### config.mk
export PLATFORM = sky130hd
export DESIGN_NAME = pio_strobe_gen
export DESIGN_NICKNAME = d
export VERILOG_FILES = /design/src/rtl/pio_strobe_pkg.sv /design/src/rtl/pio_timing_bank.sv /design/src/rtl/pio_timing_decode.sv /design/src/rtl/pio_strobe_seq.sv /design/src/rtl/pio_strobe_gen.sv
export SDC_FILE = /design/constraint.sdc
export NUM_CORES = 1
export LEC_CHECK = 0
export BUFFER_PORTS_ARGS = -buffer_cell sky130_fd_sc_hd__buf_2
export CELL_PAD_IN_SITES_DETAIL_PLACEMENT = 1
export CELL_PAD_IN_SITES_GLOBAL_PLACEMENT = 1
export CORE_UTILIZATION = 47
export CTS_BUF_LIST = sky130_fd_sc_hd__clkbuf_16
export DETAILED_ROUTE_END_ITERATION = 8
export PLACE_DENSITY_LB_ADDON = 0.1
export SYNTH_ARGS = -nofsm -noshare
export SYNTH_HDL_FRONTEND = slang
export SYNTH_HIERARCHICAL = 1
export SYNTH_SLANG_ARGS = --single-unit
### constraint.sdc
create_clock -name clk -period 11.45 [get_ports clk]
set_input_delay 2.29 -clock clk [delete_from_list [all_inputs] [get_ports clk]]
set_output_delay 2.29 -clock clk [all_outputs]
set_load 0.005 [all_outputs]
### src/rtl/pio_strobe_pkg.sv
package pio_strobe_pkg;

    localparam int TIMING_W = 8;
    localparam int CNT_W    = 5;

    // bit forced high by single-channel writes
    localparam int SINGLE_FLAG_BIT = 3;

    // complemented-count bases and legal windows
    localparam int DUAL_ACT_BASE = 17;
    localparam int DUAL_ACT_MIN  = 2;
    localparam int DUAL_ACT_MAX  = 17;
    localparam int DUAL_REC_BASE = 15;
    localparam int DUAL_REC_MIN  = 2;
    localparam int DUAL_REC_MAX  = 15;

    localparam int SLOW_ACT_BASE = 9;
    localparam int SLOW_ACT_MIN  = 2;
    localparam int SLOW_ACT_MAX  = 9;
    localparam int SLOW_REC_BASE = 15;
    localparam int SLOW_REC_MIN  = 0;
    localparam int SLOW_REC_MAX  = 15;

    localparam int FAST_ACT_BASE = 8;
    localparam int FAST_ACT_MIN  = 1;
    localparam int FAST_ACT_MAX  = 8;
    localparam int FAST_REC_BASE = 18;
    localparam int FAST_REC_MIN  = 3;
    localparam int FAST_REC_MAX  = 18;

    typedef logic [TIMING_W-1:0] timing_t;
    typedef logic [CNT_W-1:0]    cnt_t;

    typedef enum logic [1:0] {
        PH_IDLE    = 2'd0,
        PH_ACTIVE  = 2'd1,
        PH_RECOVER = 2'd2
    } phase_e;

    typedef struct packed {
        phase_e phase;
        cnt_t   cnt;
        cnt_t   rec;
        logic   done;
    } seq_state_t;

endpackage

### src/rtl/pio_timing_bank.sv
module pio_timing_bank
    import pio_strobe_pkg::*;
#(
    parameter int      N_TIMERS       = 2,
    parameter timing_t DEFAULT_TIMING = 8'h1B,
    localparam int     SEL_W          = (N_TIMERS > 1) ? $clog2(N_TIMERS) : 1
) (
    input  logic             clk,
    input  logic             rst_n,
    input  logic             dual_mode,
    input  logic             wr_en,
    input  logic [SEL_W-1:0] wr_sel,
    input  timing_t          wr_data,
    input  logic [SEL_W-1:0] rd_sel,
    output timing_t          rd_data
);

    timing_t tmr_d [N_TIMERS];
    timing_t tmr_q [N_TIMERS];
    timing_t wr_val;

    always_comb begin
        wr_val = wr_data;
        if (!dual_mode) begin
            wr_val[SINGLE_FLAG_BIT] = 1'b1;
        end
    end

    for (genvar i = 0; i < N_TIMERS; i++) begin : g_tmr
        assign tmr_d[i] = (wr_en && (wr_sel == SEL_W'(i))) ? wr_val : tmr_q[i];
    end

    always_ff @(posedge clk) begin
        if (!rst_n) begin
            for (int i = 0; i < N_TIMERS; i++) begin
                tmr_q[i] <= DEFAULT_TIMING;
            end
        end else begin
            for (int i = 0; i < N_TIMERS; i++) begin
                tmr_q[i] <= tmr_d[i];
            end
        end
    end

    always_comb begin
        rd_data = tmr_q[0];
        for (int i = 0; i < N_TIMERS; i++) begin
            if (rd_sel == SEL_W'(i)) begin
                rd_data = tmr_q[i];
            end
        end
    end

endmodule

### src/rtl/pio_timing_decode.sv
module pio_timing_decode
    import pio_strobe_pkg::*;
(
    input  logic    dual_mode,
    input  logic    slow_bus,
    input  timing_t timing,
    output cnt_t    act_cnt,
    output cnt_t    rec_cnt
);

    function automatic cnt_t fold(input int base, input int field,
                                  input int lo, input int hi);
        int v;
        v = base - field;
        if (v < lo) v = lo;
        if (v > hi) v = hi;
        return cnt_t'(v);
    endfunction

    int act_field_wide;
    int act_field_narrow;
    int rec_field;

    always_comb begin
        act_field_wide   = int'(timing[3:0]);
        act_field_narrow = int'(timing[2:0]);
        rec_field        = int'(timing[7:4]);
        if (dual_mode) begin
            act_cnt = fold(DUAL_ACT_BASE, act_field_wide, DUAL_ACT_MIN, DUAL_ACT_MAX);
            rec_cnt = fold(DUAL_REC_BASE, rec_field, DUAL_REC_MIN, DUAL_REC_MAX);
        end else if (slow_bus) begin
            act_cnt = fold(SLOW_ACT_BASE, act_field_narrow, SLOW_ACT_MIN, SLOW_ACT_MAX);
            rec_cnt = fold(SLOW_REC_BASE, rec_field, SLOW_REC_MIN, SLOW_REC_MAX);
        end else begin
            act_cnt = fold(FAST_ACT_BASE, act_field_narrow, FAST_ACT_MIN, FAST_ACT_MAX);
            rec_cnt = fold(FAST_REC_BASE, rec_field, FAST_REC_MIN, FAST_REC_MAX);
        end
    end

endmodule

### src/rtl/pio_strobe_seq.sv
module pio_strobe_seq
    import pio_strobe_pkg::*;
(
    input  logic clk,
    input  logic rst_n,
    input  logic start,
    input  cnt_t act_cnt,
    input  cnt_t rec_cnt,
    output logic ready,
    output logic strobe,
    output logic done
);

    seq_state_t s_d;
    seq_state_t s_q;

    always_comb begin
        s_d      = s_q;
        s_d.done = 1'b0;
        unique case (s_q.phase)
            PH_IDLE: begin
                if (start) begin
                    s_d.phase = PH_ACTIVE;
                    s_d.cnt   = act_cnt - cnt_t'(1);
                    s_d.rec   = rec_cnt;
                end
            end
            PH_ACTIVE: begin
                if (s_q.cnt == '0) begin
                    if (s_q.rec == '0) begin
                        s_d.phase = PH_IDLE;
                        s_d.done  = 1'b1;
                    end else begin
                        s_d.phase = PH_RECOVER;
                        s_d.cnt   = s_q.rec - cnt_t'(1);
                    end
                end else begin
                    s_d.cnt = s_q.cnt - cnt_t'(1);
                end
            end
            PH_RECOVER: begin
                if (s_q.cnt == '0) begin
                    s_d.phase = PH_IDLE;
                    s_d.done  = 1'b1;
                end else begin
                    s_d.cnt = s_q.cnt - cnt_t'(1);
                end
            end
            default: begin
                s_d.phase = PH_IDLE;
            end
        endcase
    end

    always_ff @(posedge clk) begin
        if (!rst_n) begin
            s_q <= '{phase: PH_IDLE, cnt: '0, rec: '0, done: 1'b0};
        end else begin
            s_q <= s_d;
        end
    end

    assign ready  = (s_q.phase == PH_IDLE);
    assign strobe = (s_q.phase == PH_ACTIVE);
    assign done   = s_q.done;

endmodule

### src/rtl/pio_strobe_gen.sv
module pio_strobe_gen
    import pio_strobe_pkg::*;
#(
    parameter int      N_TIMERS       = 2,
    parameter timing_t DEFAULT_TIMING = 8'h1B,
    localparam int     SEL_W          = (N_TIMERS > 1) ? $clog2(N_TIMERS) : 1
) (
    input  logic             clk,
    input  logic             rst_n,
    input  logic             dual_mode,
    input  logic             slow_bus,
    input  logic             primary_only,
    input  logic             wr_en,
    input  logic [SEL_W-1:0] wr_sel,
    input  logic [7:0]       wr_data,
    input  logic             req_valid,
    input  logic             req_chan,
    input  logic             req_dev,
    output logic             req_ready,
    output logic             strobe,
    output logic             done
);

    logic [SEL_W-1:0] rd_sel;
    timing_t          cur_timing;
    cnt_t             act_cnt;
    cnt_t             rec_cnt;

    always_comb begin
        if (!dual_mode) begin
            rd_sel = '0;
        end else if (primary_only) begin
            rd_sel = SEL_W'(req_dev);
        end else begin
            rd_sel = SEL_W'(req_chan);
        end
    end

    pio_timing_bank #(
        .N_TIMERS       (N_TIMERS),
        .DEFAULT_TIMING (DEFAULT_TIMING)
    ) i_bank (
        .clk       (clk),
        .rst_n     (rst_n),
        .dual_mode (dual_mode),
        .wr_en     (wr_en),
        .wr_sel    (wr_sel),
        .wr_data   (wr_data),
        .rd_sel    (rd_sel),
        .rd_data   (cur_timing)
    );

    pio_timing_decode i_decode (
        .dual_mode (dual_mode),
        .slow_bus  (slow_bus),
        .timing    (cur_timing),
        .act_cnt   (act_cnt),
        .rec_cnt   (rec_cnt)
    );

    pio_strobe_seq i_seq (
        .clk     (clk),
        .rst_n   (rst_n),
        .start   (req_valid),
        .act_cnt (act_cnt),
        .rec_cnt (rec_cnt),
        .ready   (req_ready),
        .strobe  (strobe),
        .done    (done)
    );

endmodule

# Word level (Yosys, flattened, before mapping)
# Memories as Yosys holds them, arrays and structs flattened.
# Index checks and enable logic that the tools add are counted.
# word_totals
reg_bits,13
latch_bits,0
mem_bits_rw,16
romBits,0
in_bits,18
out_inout_bits,3
elab_cells,93
memories,1
# memory_table
name,words,width,read_ports,rd_clocked_by_memory_dff,wr,line_no,source
i_bank.tmr_q,2,8,2,0,2,pio_timing_bank.sv:19,timing_t tmr_q [N_TIMERS];
# op_classes
add_sub_neg,8
n_mul,0
div_mod_pow,0
n_lt_le_gt_ge,12
n_eq_ne,7
shifts,0
mux,49
bitwise_logic,3
n_reduce_logical,9
# ops
cell,count
two-way mux 32 bit,16
greater-than comparator 32 x 5 -> 1 bit (second input constant),4
< comparator 32 x 3 -> 1 bit (second input constant),4
two-way mux 5 bit,13
greater-than comparator 32 x 6 -> 1 bit (second input constant),2
two-way mux 8 bit,5
< comparator 32 x 1 -> 1 bit (second input constant),1
< comparator 32 x 2 -> 1 bit (second input constant),1
case mux 5 bit (3 select lines),1
subtractor 5 x 1 -> 5 bit (second input constant),3
two-way mux 12 bit,1
subtractor 5 x 4 -> 6 bit (first input constant),2
zero test 5 bit,2
subtractor 4 x 3 -> 5 bit (first input constant),2
two-way mux 1 bit,8
two-way mux 2 bit,3
case mux 2 bit (3 select lines),1
subtractor 4 x 4 -> 5 bit (first input constant),1
!= test 2 x 1 -> 1 bit (second input constant),2
!= test 2 bit (second input constant),2
AND reduction 4 bit,1
!= test 3 bit (second input constant),1
AND reduction 3 bit,1
nonzero test 3 bit,1
8 further kinds,10

# Depth between registers and ports, before layout
# logic_depth
word_depth,15
depth_mapped,16
depth_no_buf,15

# By module
# The synthesis kept the hierarchy.
# modules_own_cells
module,n_inst,cells_each,area_each_um2,seq_area_each_um2
pio_strobe_seq,1,107,888.4,260.2
pio_timing_bank,1,79,683.2,320.3
pio_timing_decode,1,62,421.7,0.0
pio_strobe_gen,1,2,16.3,0.0

# Worst setup path after synthesis
# OpenSTA, ideal clock, no wires.
# synth_path
path_type,input-to-reg
start,input primary_only
end,register i_seq/s_q[10] (netlist name)
setup_ps,119
t_arrival_ps,5086
required_time_ps,11331
slack_ps,6245
path_stages,16
path_buffers,1
cell_sequence,mux2i_1 nor2b_1 buf_2 mux2_2 inv_1 ha_1 inv_2 a211o_1 and3_1 o311ai_1 inv_1 ha_1 nor3b_1 xnor2_1 o21ai_2 o221a_1
# synth_via
elab_chain_len,15
elab_cells_between_ends,28
cone_classes,4 x add/sub; 6 x order compare; 18 x mux
# synth_rtl
element,line_no,source
"start, declared",pio_strobe_gen.sv:12,"input logic primary_only,"
two-way mux 1 bit (*),pio_strobe_gen.sv:32,end else if (primary_only) begin
two-way mux 1 bit (*),pio_strobe_gen.sv:30,if (!dual_mode) begin
via rd_sel,pio_strobe_gen.sv:24,logic [SEL_W-1:0] rd_sel;
two-way mux 8 bit (*),pio_timing_bank.sv:48,if (rd_sel == SEL_W'(i)) begin
via cur_timing[1],pio_strobe_gen.sv:25,timing_t cur_timing;
subtractor 4 x 3 -> 5 bit,pio_timing_decode.sv:14,v = base - field;
< comparator 32 x 2 -> 1 bit or < comparator 32 x 3 -> 1 bit (tied branches),pio_timing_decode.sv:15,if (v < lo) v = lo;
two-way mux 32 bit,pio_timing_decode.sv:15,
[... 2 more ...],-,
greater-than comparator 32 x 5 -> 1 bit,pio_timing_decode.sv:16,if (v > hi) v = hi;
two-way mux 5 bit,pio_timing_decode.sv:16,
two-way mux 5 bit,pio_timing_decode.sv:31,end else if (slow_bus) begin
two-way mux 5 bit (*),pio_timing_decode.sv:28,if (dual_mode) begin
via act_cnt[0],pio_strobe_gen.sv:26,cnt_t act_cnt;
subtractor 5 x 1 -> 5 bit (*),pio_strobe_seq.sv:24,s_d.cnt = act_cnt - cnt_t'(1);
two-way mux 12 bit (*),pio_strobe_seq.sv:22,if (start) begin
case mux 5 bit (3 select lines) (*),pio_strobe_seq.sv:20,unique case (s_q.phase)
"end signal, assigned",pio_strobe_seq.sv:57,"s_q <= '{phase: PH_IDLE, cnt: '0, rec: '0, done: 1'b0};"
"end, declared",pio_strobe_seq.sv:15,seq_state_t s_q;
# Mark *: on every way through the listed nets, which the timed path passes. The rest lies on a longest branch. The select of a mux whose other input is x is not followed.
# A chain may end at the register's enable or synchronous reset.

# Worst setup path in the final report
# layout_path
start,input dual_mode
end,register i_seq/s_q[10] (netlist name)
# layout_via
elab_chain_len,14
elab_cells_between_ends,27
cone_classes,4 x add/sub; 6 x order compare; 17 x mux
# layout_rtl
element,line_no,source
"start, declared",pio_strobe_gen.sv:10,"input logic dual_mode,"
two-way mux 1 bit (*),pio_strobe_gen.sv:30,
via rd_sel,pio_strobe_gen.sv:24,
two-way mux 8 bit (*),pio_timing_bank.sv:48,
via cur_timing[1],pio_strobe_gen.sv:25,
subtractor 4 x 3 -> 5 bit,pio_timing_decode.sv:14,
< comparator 32 x 2 -> 1 bit or < comparator 32 x 3 -> 1 bit (tied branches),pio_timing_decode.sv:15,
two-way mux 32 bit,pio_timing_decode.sv:15,
two-way mux 32 bit,pio_timing_decode.sv:31,
two-way mux 32 bit,pio_timing_decode.sv:28,
greater-than comparator 32 x 5 -> 1 bit,pio_timing_decode.sv:16,
two-way mux 5 bit,pio_timing_decode.sv:16,
two-way mux 5 bit,pio_timing_decode.sv:31,
two-way mux 5 bit (*),pio_timing_decode.sv:28,
via act_cnt[0],pio_strobe_gen.sv:26,
subtractor 5 x 1 -> 5 bit (*),pio_strobe_seq.sv:24,
two-way mux 12 bit (*),pio_strobe_seq.sv:22,
case mux 5 bit (3 select lines) (*),pio_strobe_seq.sv:20,
# Marked as above.

==> out/results.tsv <==
stage	metric	value	unit
synth	Mean Syn Cell Area	8.04	sq um
route	via count	1788	
setup_path	WP data required	11.61	ns
pwr	Comb pwr share	0.332	
pwr	sequential share of power	0.341	
synth	Yosys cell types	48	
sta	min Tclk post-route	5.88	ns
worst_hold_path	hold_sp	i_bank/tmr_q[0][10]$_SDFFE_PN0P_	
sta	crit share post-route	0.514	
placement	Area after DPL	2120	sq um
placement	GP Congestion	0.871	
pwr	switching part of the total power	0.336	
setup_path	Slowest cell on crit path	nor2b_1	
sta	final setup fails	0	
floorplan	Core Region	4060	sq um
sta	fmax	170	MHz
route	Iteration-0 DRC Markers	145	
synth	Seq cells post-synth	29	
synth	Synthesized Nets	283	
setup_path	Cell Chain, Critical Path	buf_2 -> nor2b_1 -> mux2_2 -> inv_1 -> ha_1 -> inv_2 -> a211o_1 -> and3_1 -> o311ai_1 -> inv_1 -> ha_1 -> nor3b_1 -> xnor2_1 -> o21ai_2 -> o221a_1	
global_routing	GRT Residual Overflow	0	
floorplan	Starting Density	0.495	
cts	clock sinks	29	
route	Avg WL per Cell	15.7	um
global_routing	pin count of the biggest net entering global routing	30	
global_routing	Tot GR Track Use	0.242	
cts	Clk Latency, worst-skew pair	0.27	ns
cts	root buf cell	clkbuf_16	
run	Max-cap violations	0	
synth	cell count after synthesis	250	
route	Total Wirelength	4990	um
sta	slew margin rel.	0.466	
route	# DRC	0	
sta	setup TNS	0	ns
synth	top post-synthesis cells by area	dfxtp_1 29%, ha_1 9.3%, nand2_1 8.0%	
pwr	Power Dens Cells	160	nW/um^2
final_layout	# diodes	0	
setup_path	reg-to-reg slack, setup	8.30	ns
setup_path	WS Path Type	primary input to flop	
route	first-pass iteration count of the detailed router	4	
synth	leading area contributor after synthesis	dfxtp_1	
setup_path	startpoint class of the critical path	primary input	
worst_hold_path	Cells on Worst Hold Path	2	
synth	asr flop ratio synth	0	
final_layout	layout cells sized above 1	0.157	
cts	setup bufs post-CTS	0	
cts	CTS Buffer Depth	2	
floorplan	Die W	67.4	um
setup_path	CP max FO	10	
pwr	internal power	0.000239	W
synth	Seq/Total Area, Yosys	0.289	
setup_path	worst path arrival time	6.04	ns
setup_path	R2R cell count	13	
worst_hold_path	Hold EP	i_bank/tmr_q[0][10]$_SDFFE_PN0P_	
cts	CTS clk-pin slew, worst paths	0.05	ns
cts	Post-CTS Hold Buffers	0	
pwr	VDD IR max	0.0664	mV
cts	total CTS buffers	5	
global_routing	antenna violations before repair	0	
synth	Synth top cells by count	43 x nand2_1, 29 x dfxtp_1, 16 x inv_1	
placement	dpl ws	5.42	ns
sta	final slew viol count	0	
final_layout	fin area	2250	sq um
global_routing	vias in the first global route	1725	
floorplan	row count	23	
sta	worst slew pin tran	0.799	ns
cts	post-cts sizing count	0	
route	post-route ant nets	0	
floorplan	die height	67.4	um
setup_path	crit path capture type	flop	
worst_hold_path	Hold Path Class	flop to flop	
floorplan	Top-Level Pins	21	
final_layout	Nets	301	
synth	cell with the most instances after synthesis	nand2_1	
sta	RSZ-0062 raised after global routing	no	
placement	IO buf count	20	
pwr	Clk pwr share	0.326	
final_layout	area added between synthesis and finish	12.2	%
placement	DP HPWL	3630	um
floorplan	full die area	4540	sq um
synth	number of enable flip-flop cells after synthesis	0	
synth	synth warn	6	
sta	Final Hold Vio Count	0	
synth	mapped cell area	2010	sq um
pwr	LEAKAGE	0.965	nW
status	outcome	finished clean	
cts	CTS H-Tree Depth	2	
setup_path	max incr delay on CP	0.68	ns
route	vias per inst	5.62	
sta	setup ws final	5.57	ns
cts	clock tree from TritonCTS	yes	
synth	Synth top area share	0.289	
global_routing	global-route wire length before repair	8110	um
synth	most common flop cell mapped by yosys	dfxtp_1	
sta	Worst Skew	0.00405	ns
pwr	Switching Power	0.000121	W
setup_path	RR Endpoint	i_seq/s_q[10]$_SDFFE_PN0P_	
setup_path	RR Startpoint	i_bank/tmr_q[0][9]$_SDFFE_PN1P_	
-- state kept, by name (all words and copies together) (netlist names) --
signal	count
i_bank/tmr_q	16
i_seq/done	1
i_seq/s_q	12
-- power groups by stage --
| stage | clock network, W | logic, W | registers (W) |
|---|---|---|---|
| after floorplan | 0 | 0.0000926 | 0.000122 |
| after global placement | 0 | 0.000113 | 0.000125 |
| after detailed placement | 0 | 0.000117 | 0.000125 |
| after CTS | 0.000122 | 0.000120 | 0.000123 |
| after global routing | 0.000124 | 0.000134 | 0.000124 |
| final | 0.000117 | 0.000120 | 0.000123 |
-- worst max-delay path by stage --
stage                 start                          to  slack, ns
2_1_floorplan  primary_only  i_seq/s_q[10]$_SDFFE_PN0P_       6.24
3_3_place_gp      dual_mode  i_seq/s_q[10]$_SDFFE_PN0P_       5.66
3_5_place_dp      dual_mode  i_seq/s_q[10]$_SDFFE_PN0P_       5.42
4_1_cts           dual_mode  i_seq/s_q[10]$_SDFFE_PN0P_       5.56
5_1_grt           dual_mode  i_seq/s_q[10]$_SDFFE_PN0P_       5.32
6_report          dual_mode  i_seq/s_q[10]$_SDFFE_PN0P_       5.57
-- cells in the final DEF (no fill, tap or decap), drive strengths merged, types with 2 or more instances in the layout --
master / count
mux2: 8
o211ai: 2
a21oi: 12
a21boi: 13
nor3b: 3
dfxtp: 29
nor2: 9
o21ai: 16
o22ai: 3
and2: 2
ha: 15
xnor2: 6
buf: 20
clkbuf: 5
nor3: 7
inv: 18
xor2: 4
nand3: 13
nor2b: 4
mux2i: 4
and3: 4
nand2b: 4
nor4b: 4
nand2: 43
o311ai: 2
a211o: 2
-- critical path: cells and delay by family --
| family | cells | cell delay (ns) |
|---|---|---|
| muxes | 1 | 0.44 |
| adders and majority gates | 2 | 0.58 |
| xor gates and xnor gates | 1 | 0.20 |
| and+or+nand+nor | 3 | 1.01 |
| buffers and inverters | 4 | 0.56 |
| AOI/OAI and AO/OA | 4 | 0.94 |
-- through the flow --
| step | cells | power [W] | utilization | hold WS [ns] |
|---|---|---|---|---|
| floorplan | 250 | 0.000214 | - | 0.432 |
| global placement | 311 | 0.000237 | 0.523 | 0.444 |
| detailed placement | 311 | 0.000242 | 0.523 | 0.446 |
| CTS | 318 | 0.000364 | 0.556 | 0.452 |
| global route | 318 | 0.000381 | 0.556 | 0.473 |
| finish | 318 | 0.000360 | 0.556 | 0.449 |
-- cell families after synthesis --
group,share of synthesized area
adder cells (fa/ha/maj),0.0934
XOR/XNOR,0.0436
AO/OA/AOI/OAI,0.202
multiplexers,0.0648
buffers and inverters,0.0567
flip-flops,0.289
AND/OR/NAND/NOR,0.251
-- layer usage --
layer	up-vias	part of all wire	GRT usage
met3	8	0.035	0.0456
met2	35	0.45	0.386
met1	837	0.50	0.321
met4	0	0.013	0.0851
met5	-	0	0
li1	908	-	-
-- final cells by class --
class | instances | area, sq um
Clock buffer | 5 | 125
Inverter | 17 | 63.8
Fill cell | 520 | 1800
Sequential cell | 29 | 581
Multi-Input combinational cell | 195 | 1320
Clock inverter | 2 | 7.51
Tap cell | 50 | 62.6
Timing Repair Buffer | 20 | 100
Power figures use the tool's default switching activity.
